**config.mk**
```make
export PLATFORM = sky130hd
export DESIGN_NAME = mac_pipe
export DESIGN_NICKNAME = d
export VERILOG_FILES = /design/src/rtl/mac_pkg.sv /design/src/rtl/mac_partial.sv /design/src/rtl/mac_accum.sv /design/src/rtl/mac_pipe.sv
export SDC_FILE = /design/constraint.sdc
export NUM_CORES = 2
export LEC_CHECK = 0
export BUFFER_PORTS_ARGS = -buffer_cell sky130_fd_sc_hd__buf_2
export CAP_MARGIN = 20
export CORE_MARGIN = 4
export CORE_UTILIZATION = 39
export DETAILED_ROUTE_END_ITERATION = 8
export GPL_TIMING_DRIVEN = 0
export RECOVER_POWER = 50
export SYNTH_ARGS = -nofsm -noshare
export SYNTH_HDL_FRONTEND = slang
export SYNTH_SLANG_ARGS = --single-unit
```
**constraint.sdc**
```tcl
create_clock -name clk -period 13.1 [get_ports clk]
set_input_delay 1.965 -clock clk [delete_from_list [all_inputs] [get_ports clk]]
set_output_delay 1.965 -clock clk [all_outputs]
set_load 0.02 [all_outputs]
```
**src/rtl/mac_pkg.sv**
```systemverilog
package mac_pkg;
  typedef enum logic [1:0] {
    PART_LO    = 2'b00,
    PART_HI_SS = 2'b01,
    PART_HI_SU = 2'b10,
    PART_HI_UU = 2'b11
  } part_e;

  typedef struct packed {
    logic  accum;
    part_e part;
  } mac_op_t;
endpackage

```
**src/rtl/mac_partial.sv**
```systemverilog
module mac_partial #(
  parameter int W = 32
) (
  input  logic [W-1:0]       a,
  input  logic [W-1:0]       b,
  input  logic               a_signed,
  input  logic               b_signed,
  output logic [W-1:0]       lo_word,
  output logic               lo_carry,
  output logic [W/2+2:0]     mid_up,
  output logic [W-1:0]       hh_lo
);
  localparam int H  = W / 2;
  localparam int PW = W + 2;
  localparam int MW = W + 3;

  logic signed [H:0]    ah, bh, al, bl;
  logic signed [PW-1:0] pp_lh, pp_hl;
  logic signed [MW-1:0] mid;
  logic [W-1:0]         pp_ll;
  logic [W:0]           sum_lo;

  assign ah = {a_signed & a[W-1], a[W-1:H]};
  assign bh = {b_signed & b[W-1], b[W-1:H]};
  assign al = {1'b0, a[H-1:0]};
  assign bl = {1'b0, b[H-1:0]};

  // part one: low-by-low, cross terms, high-by-high
  assign pp_ll = W'(a[H-1:0]) * W'(b[H-1:0]);
  assign pp_lh = PW'(al) * PW'(bh);
  assign pp_hl = PW'(ah) * PW'(bl);
  assign mid   = MW'(pp_lh) + MW'(pp_hl);
  assign hh_lo = W'(ah) * W'(bh);

  // part two: low word with carry kept for the next stage
  assign sum_lo   = {1'b0, pp_ll} + {1'b0, mid[H-1:0], {H{1'b0}}};
  assign lo_word  = sum_lo[W-1:0];
  assign lo_carry = sum_lo[W];
  assign mid_up   = mid[MW-1:H];
endmodule

```
**src/rtl/mac_accum.sv**
```systemverilog
module mac_accum #(
  parameter int W = 32
) (
  input  logic           clk,
  input  logic           rst,
  input  logic           in_valid,
  input  logic           accum,
  input  logic           want_lo,
  input  logic           want_hi,
  input  logic [W-1:0]   lo_word,
  input  logic           lo_carry,
  input  logic [W/2+2:0] mid_up,
  input  logic [W-1:0]   hh_lo,
  output logic [W-1:0]   acc_lo,
  output logic [W-1:0]   acc_hi,
  output logic           vld_lo,
  output logic           vld_hi
);
  localparam int H  = W / 2;
  localparam int UW = H + 3;

  logic [W-1:0]  base_lo, base_hi, mid_ext;
  logic [W:0]    acc_sum;
  logic          s1_v, s1_acc, s1_hi;
  logic [1:0]    s1_cin;
  logic [UW-1:0] s1_mid_up;
  logic [W-1:0]  s1_hh;

  assign base_lo = accum ? acc_lo : '0;
  assign acc_sum = {1'b0, base_lo} + {1'b0, lo_word};
  assign base_hi = s1_acc ? acc_hi : '0;
  assign mid_ext = {{(W-UW){s1_mid_up[UW-1]}}, s1_mid_up};

  // stage one: low half of the running sum
  always_ff @(posedge clk) begin
    if (rst) begin
      acc_lo    <= '0;
      vld_lo    <= 1'b0;
      s1_v      <= 1'b0;
      s1_acc    <= 1'b0;
      s1_hi     <= 1'b0;
      s1_cin    <= '0;
      s1_mid_up <= '0;
      s1_hh     <= '0;
    end else begin
      vld_lo    <= in_valid & want_lo;
      s1_v      <= in_valid;
      s1_acc    <= accum;
      s1_hi     <= want_hi;
      s1_cin    <= {1'b0, lo_carry} + {1'b0, acc_sum[W]};
      s1_mid_up <= mid_up;
      s1_hh     <= hh_lo;
      if (in_valid) acc_lo <= acc_sum[W-1:0];
    end
  end

  // stage two: high half of the running sum
  always_ff @(posedge clk) begin
    if (rst) begin
      acc_hi <= '0;
      vld_hi <= 1'b0;
    end else begin
      vld_hi <= s1_v & s1_hi;
      if (s1_v) acc_hi <= base_hi + s1_hh + mid_ext + W'(s1_cin);
    end
  end


  rst_clear_chk: assert property (@(posedge clk)
    rst |=> (acc_lo == '0 && acc_hi == '0 && !vld_lo && !vld_hi));

  lo_latency_chk: assert property (@(posedge clk) disable iff (rst)
    vld_lo |-> $past(in_valid));

  hi_latency_chk: assert property (@(posedge clk) disable iff (rst)
    vld_hi |-> $past(in_valid, 2));

  lo_hold_chk: assert property (@(posedge clk) disable iff (rst)
    !in_valid |=> $stable(acc_lo));

  hi_hold_chk: assert property (@(posedge clk) disable iff (rst)
    !s1_v |=> $stable(acc_hi));
endmodule

```
**src/rtl/mac_pipe.sv**
```systemverilog
module mac_pipe
  import mac_pkg::*;
#(
  parameter int W = 32
) (
  input  logic         clk,
  input  logic         rst,
  input  logic         req_valid,
  input  logic [2:0]   req_op,
  input  logic [W-1:0] req_a,
  input  logic [W-1:0] req_b,
  output logic [1:0]   out_valid,
  output logic [W-1:0] res_lo,
  output logic [W-1:0] res_hi
);
  localparam int H = W / 2;

  mac_op_t        op;
  logic           a_signed, b_signed, want_lo;
  logic [W-1:0]   lo_word, hh_lo;
  logic           lo_carry;
  logic [H+2:0]   mid_up;
  logic           vld_lo, vld_hi;

  assign op       = mac_op_t'(req_op);
  assign a_signed = (op.part != PART_HI_UU);
  assign b_signed = (op.part == PART_LO) || (op.part == PART_HI_SS);
  assign want_lo  = (op.part == PART_LO);

  mac_partial #(.W(W)) u_part (
    .a        (req_a),
    .b        (req_b),
    .a_signed (a_signed),
    .b_signed (b_signed),
    .lo_word  (lo_word),
    .lo_carry (lo_carry),
    .mid_up   (mid_up),
    .hh_lo    (hh_lo)
  );

  mac_accum #(.W(W)) u_acc (
    .clk      (clk),
    .rst      (rst),
    .in_valid (req_valid),
    .accum    (op.accum),
    .want_lo  (want_lo),
    .want_hi  (!want_lo),
    .lo_word  (lo_word),
    .lo_carry (lo_carry),
    .mid_up   (mid_up),
    .hh_lo    (hh_lo),
    .acc_lo   (res_lo),
    .acc_hi   (res_hi),
    .vld_lo   (vld_lo),
    .vld_hi   (vld_hi)
  );

  assign out_valid = {vld_hi, vld_lo};
endmodule

```
==> results.ini <==
[drt]
wl_per_cell_um=23.68
post-route-drc-count=0
route.met3.wl_um=16120
antenna_left=0
wl_met1_um=69940
vias_per_cell=5.222
dr_wl_met2_um=75330
drt-initial-drc-count=2977
vias=37266
dr.pass1.iters=6
wl_um=169000
top_layer=met5

[timing]
holdWs_ns=0.4774
worstMarginPinSlew_ns=1.182
hold_viol_final=0
rsz0062_at_grt=false
tns_ns=0
slew_headroom_pct=20.37
setup_viol=0
timing.fmax_ghz=0.07818
min_period_ns=12.79
finalMaxSlewViolations=0
fin_crit_sh_pct=97.65
finClkSkew_ns=0.01682

[grt]
grt_max_degree=17
grt_first_pass_wirelength_um=251600
track_usage_pct=26.24
grt_pass1_vias=38761
grt-ovfl-total=0
antenna_found_initial=30

[layout]
stdcell_count=7136
nFillCells=12237
area_growth_pct=6.855
fin_util_pct=42.05
drive_gt1_share_pct=2.386
fin_nets=7132

[floorplan]
die_h_um=359.2
io_pins=136
dieArea_sq_um=129000
rows=128
die_w_um=359.2
core-area_sq_um=122200
start_util_pct=39.36

[clocking]
cts_resized=0
clock-sinks=122
cts_tree=yes
clk_path_buf_depth=2
clkLatencyLatePin_ns=0.45
cts_buffers=17
cts_hold_buf=0
clockRootBuffer=clkbuf_16
clkSlewWorstSetupHoldPaths_ns=0.06
cts_setup_buffers=0
htree_num_levels=4

[yosys]
ys_seq_elements=122
synth_top_family_by_area=adder cells
syn_inst=5321
synth_compound_area_share_pct=6.161
yosys_warnings=0
synth_edf_count=0
synth_xor_area_share_pct=2.531
ys_types=78
yosys.area_share.simple_pct=15.94
post_synth_instance_area_sq_um=48090
synth_fa_ha_area_share_pct=58.25
syn_avg_cell_area_sq_um=9.038
ys.flop_type=dfxtp_1
async_reset_ff_share_pct=0
synth_mux_area_share_pct=0.7389
synth.net_count=6974
ys_seq_area_share_pct=5.079

[placement]
placedCellCount=7083
globalplace.congestion=0.9779
port_buffers=134
hpwl_um=145300

[outcome]
status=completed

[worst_setup_path]
slowest_delay_ns=0.97
crit_path_end_kind=register
crit_fanout=10
ff2ff_path_depth=15
startpoint_type=input port
reg2reg_to=u_acc.acc_hi[21]
required_ns=13.41
crit_start=req_b[20]
r2r-start=u_acc.s1_acc
crit_slowest_cell=o41ai_2
critical_path_class=input port to register
endpoint=u_acc.s1_cin[0]
worst-endpoint-arrival_ns=13.10
cp_common_cell=fa_1
rrSetupSlack_ns=8.18

[run]
maxCapViolations=0

[worst_hold_path]
hp-class=register to register

sequential cells by signal, indices dropped and copies added (netlist names):
signal,flops
u_acc.vld_lo,1
u_acc.vld_hi,1
u_acc.s1_acc,1
u_acc.s1_hh,32
u_acc.s1_mid_up,19
u_acc.s1_cin,2
u_acc.acc_hi,32
u_acc.acc_lo,32
u_acc.s1_v,1
u_acc.s1_hi,1
critical path: cells and delay by family:
family	cells	cell delay [ns]
AOI/OAI and AO/OA	7	2.50
buffers and inverters	9	1.50
xor gates and xnor gates	1	0.19
adders and majority gates	14	5.92
and+or+nand+nor	6	1.01
synthesized netlist by cell type, types with 8 or more instances:
library cell	number	area share, %
nand3_1	33	0.34
a21o_1	64	1.0
mux2i_1	31	0.65
a21oi_1	123	1.3
a31oi_1	16	0.21
and2_1	538	7.0
buf_1	8	0.062
nor2_1	136	1.1
nand2b_1	50	0.65
xnor2_1	101	1.8
o21a_1	29	0.45
or3_1	9	0.12
xor2_1	38	0.69
inv_1	1204	9.4
nand4_1	13	0.17
o31ai_1	8	0.12
dfxtp_1	122	5.1
fa_1	1093	45
o211ai_1	9	0.14
nand2_1	669	5.2
a211oi_1	19	0.30
nor2b_1	26	0.34
ha_1	490	13
o21bai_1	15	0.23
o21ai_0	77	0.80
nor3_1	28	0.29
o311ai_0	8	0.15
and3_1	13	0.17
clkbuf_1	231	1.8
layer usage:
| layer | vias up | track usage [%] |
|---|---|---|
| li1 | 16248 | - |
| met1 | 19049 | 35.20 |
| met2 | 1637 | 41.23 |
| met3 | 318 | 5.927 |
| met4 | 14 | 10.57 |
| met5 | - | 0 |
per-stage QoR:
stage,area [sq um],setup WS [ns]
final,51390,0.3083
after global routing,51350,0.04925
after CTS,51390,0.5058
after detailed placement,50840,0.05823
after global placement,50800,0.09407
after floorplan,48090,2.399
worst min-delay path by stage:
| stage | from | end | slack [ns] | cells after the start |
|---|---|---|---|---|
| finish | u_acc.s1_hi | u_acc.vld_hi | 0.48 | 1 |
| global placement | u_acc.s1_hi | u_acc.vld_hi | 0.45 | 1 |
| global route | u_acc.s1_hi | u_acc.vld_hi | 0.49 | 1 |
| floorplan | u_acc.s1_hi | u_acc.vld_hi | 0.44 | 1 |
| CTS | u_acc.s1_hi | u_acc.vld_hi | 0.47 | 1 |
| detailed placement | u_acc.s1_hi | u_acc.vld_hi | 0.46 | 1 |
kinds of logic (layout without fill, tap and decap cells):
logic type,Yosys count,in the layout
buf+inv,1446,1616
compound gates,443,443
mux,35,35
other cells,0,20
flops,122,122
simple gates,1553,1553
fa+ha+maj,1583,1583
xor+xnor,139,139
layout make-up:
type / count / area [sq um] / share of cell area (%)
Clock buffer: 18 / 429.2 / 0.8351
Timing Repair Buffer: 139 / 670.6 / 1.305
Antenna cell: 20 / 50.05 / 0.09739
Sequential cell: 122 / 2442 / 4.753
Inverter: 1205 / 4523 / 8.802
Tap cell: 1625 / 2033 / 3.957
Clock inverter: 13 / 118.9 / 0.2313
Multi-Input combinational cell: 3753 / 40210 / 78.25
Buffer: 241 / 912.1 / 1.775
layout by cell type, fill, tap and decap left out, types with 77 or more instances in the layout:
master / n
nor2_1: 136
fa_1: 1093
nand2_1: 669
dfxtp_1: 122
a21oi_1: 123
clkbuf_1: 301
inv_1: 1204
ha_1: 490
xnor2_1: 101
and2_1: 533
o21ai_0: 77
Power is not shown: default switching activity piles up to over one toggle a cycle in this logic, so the estimate is an artifact.
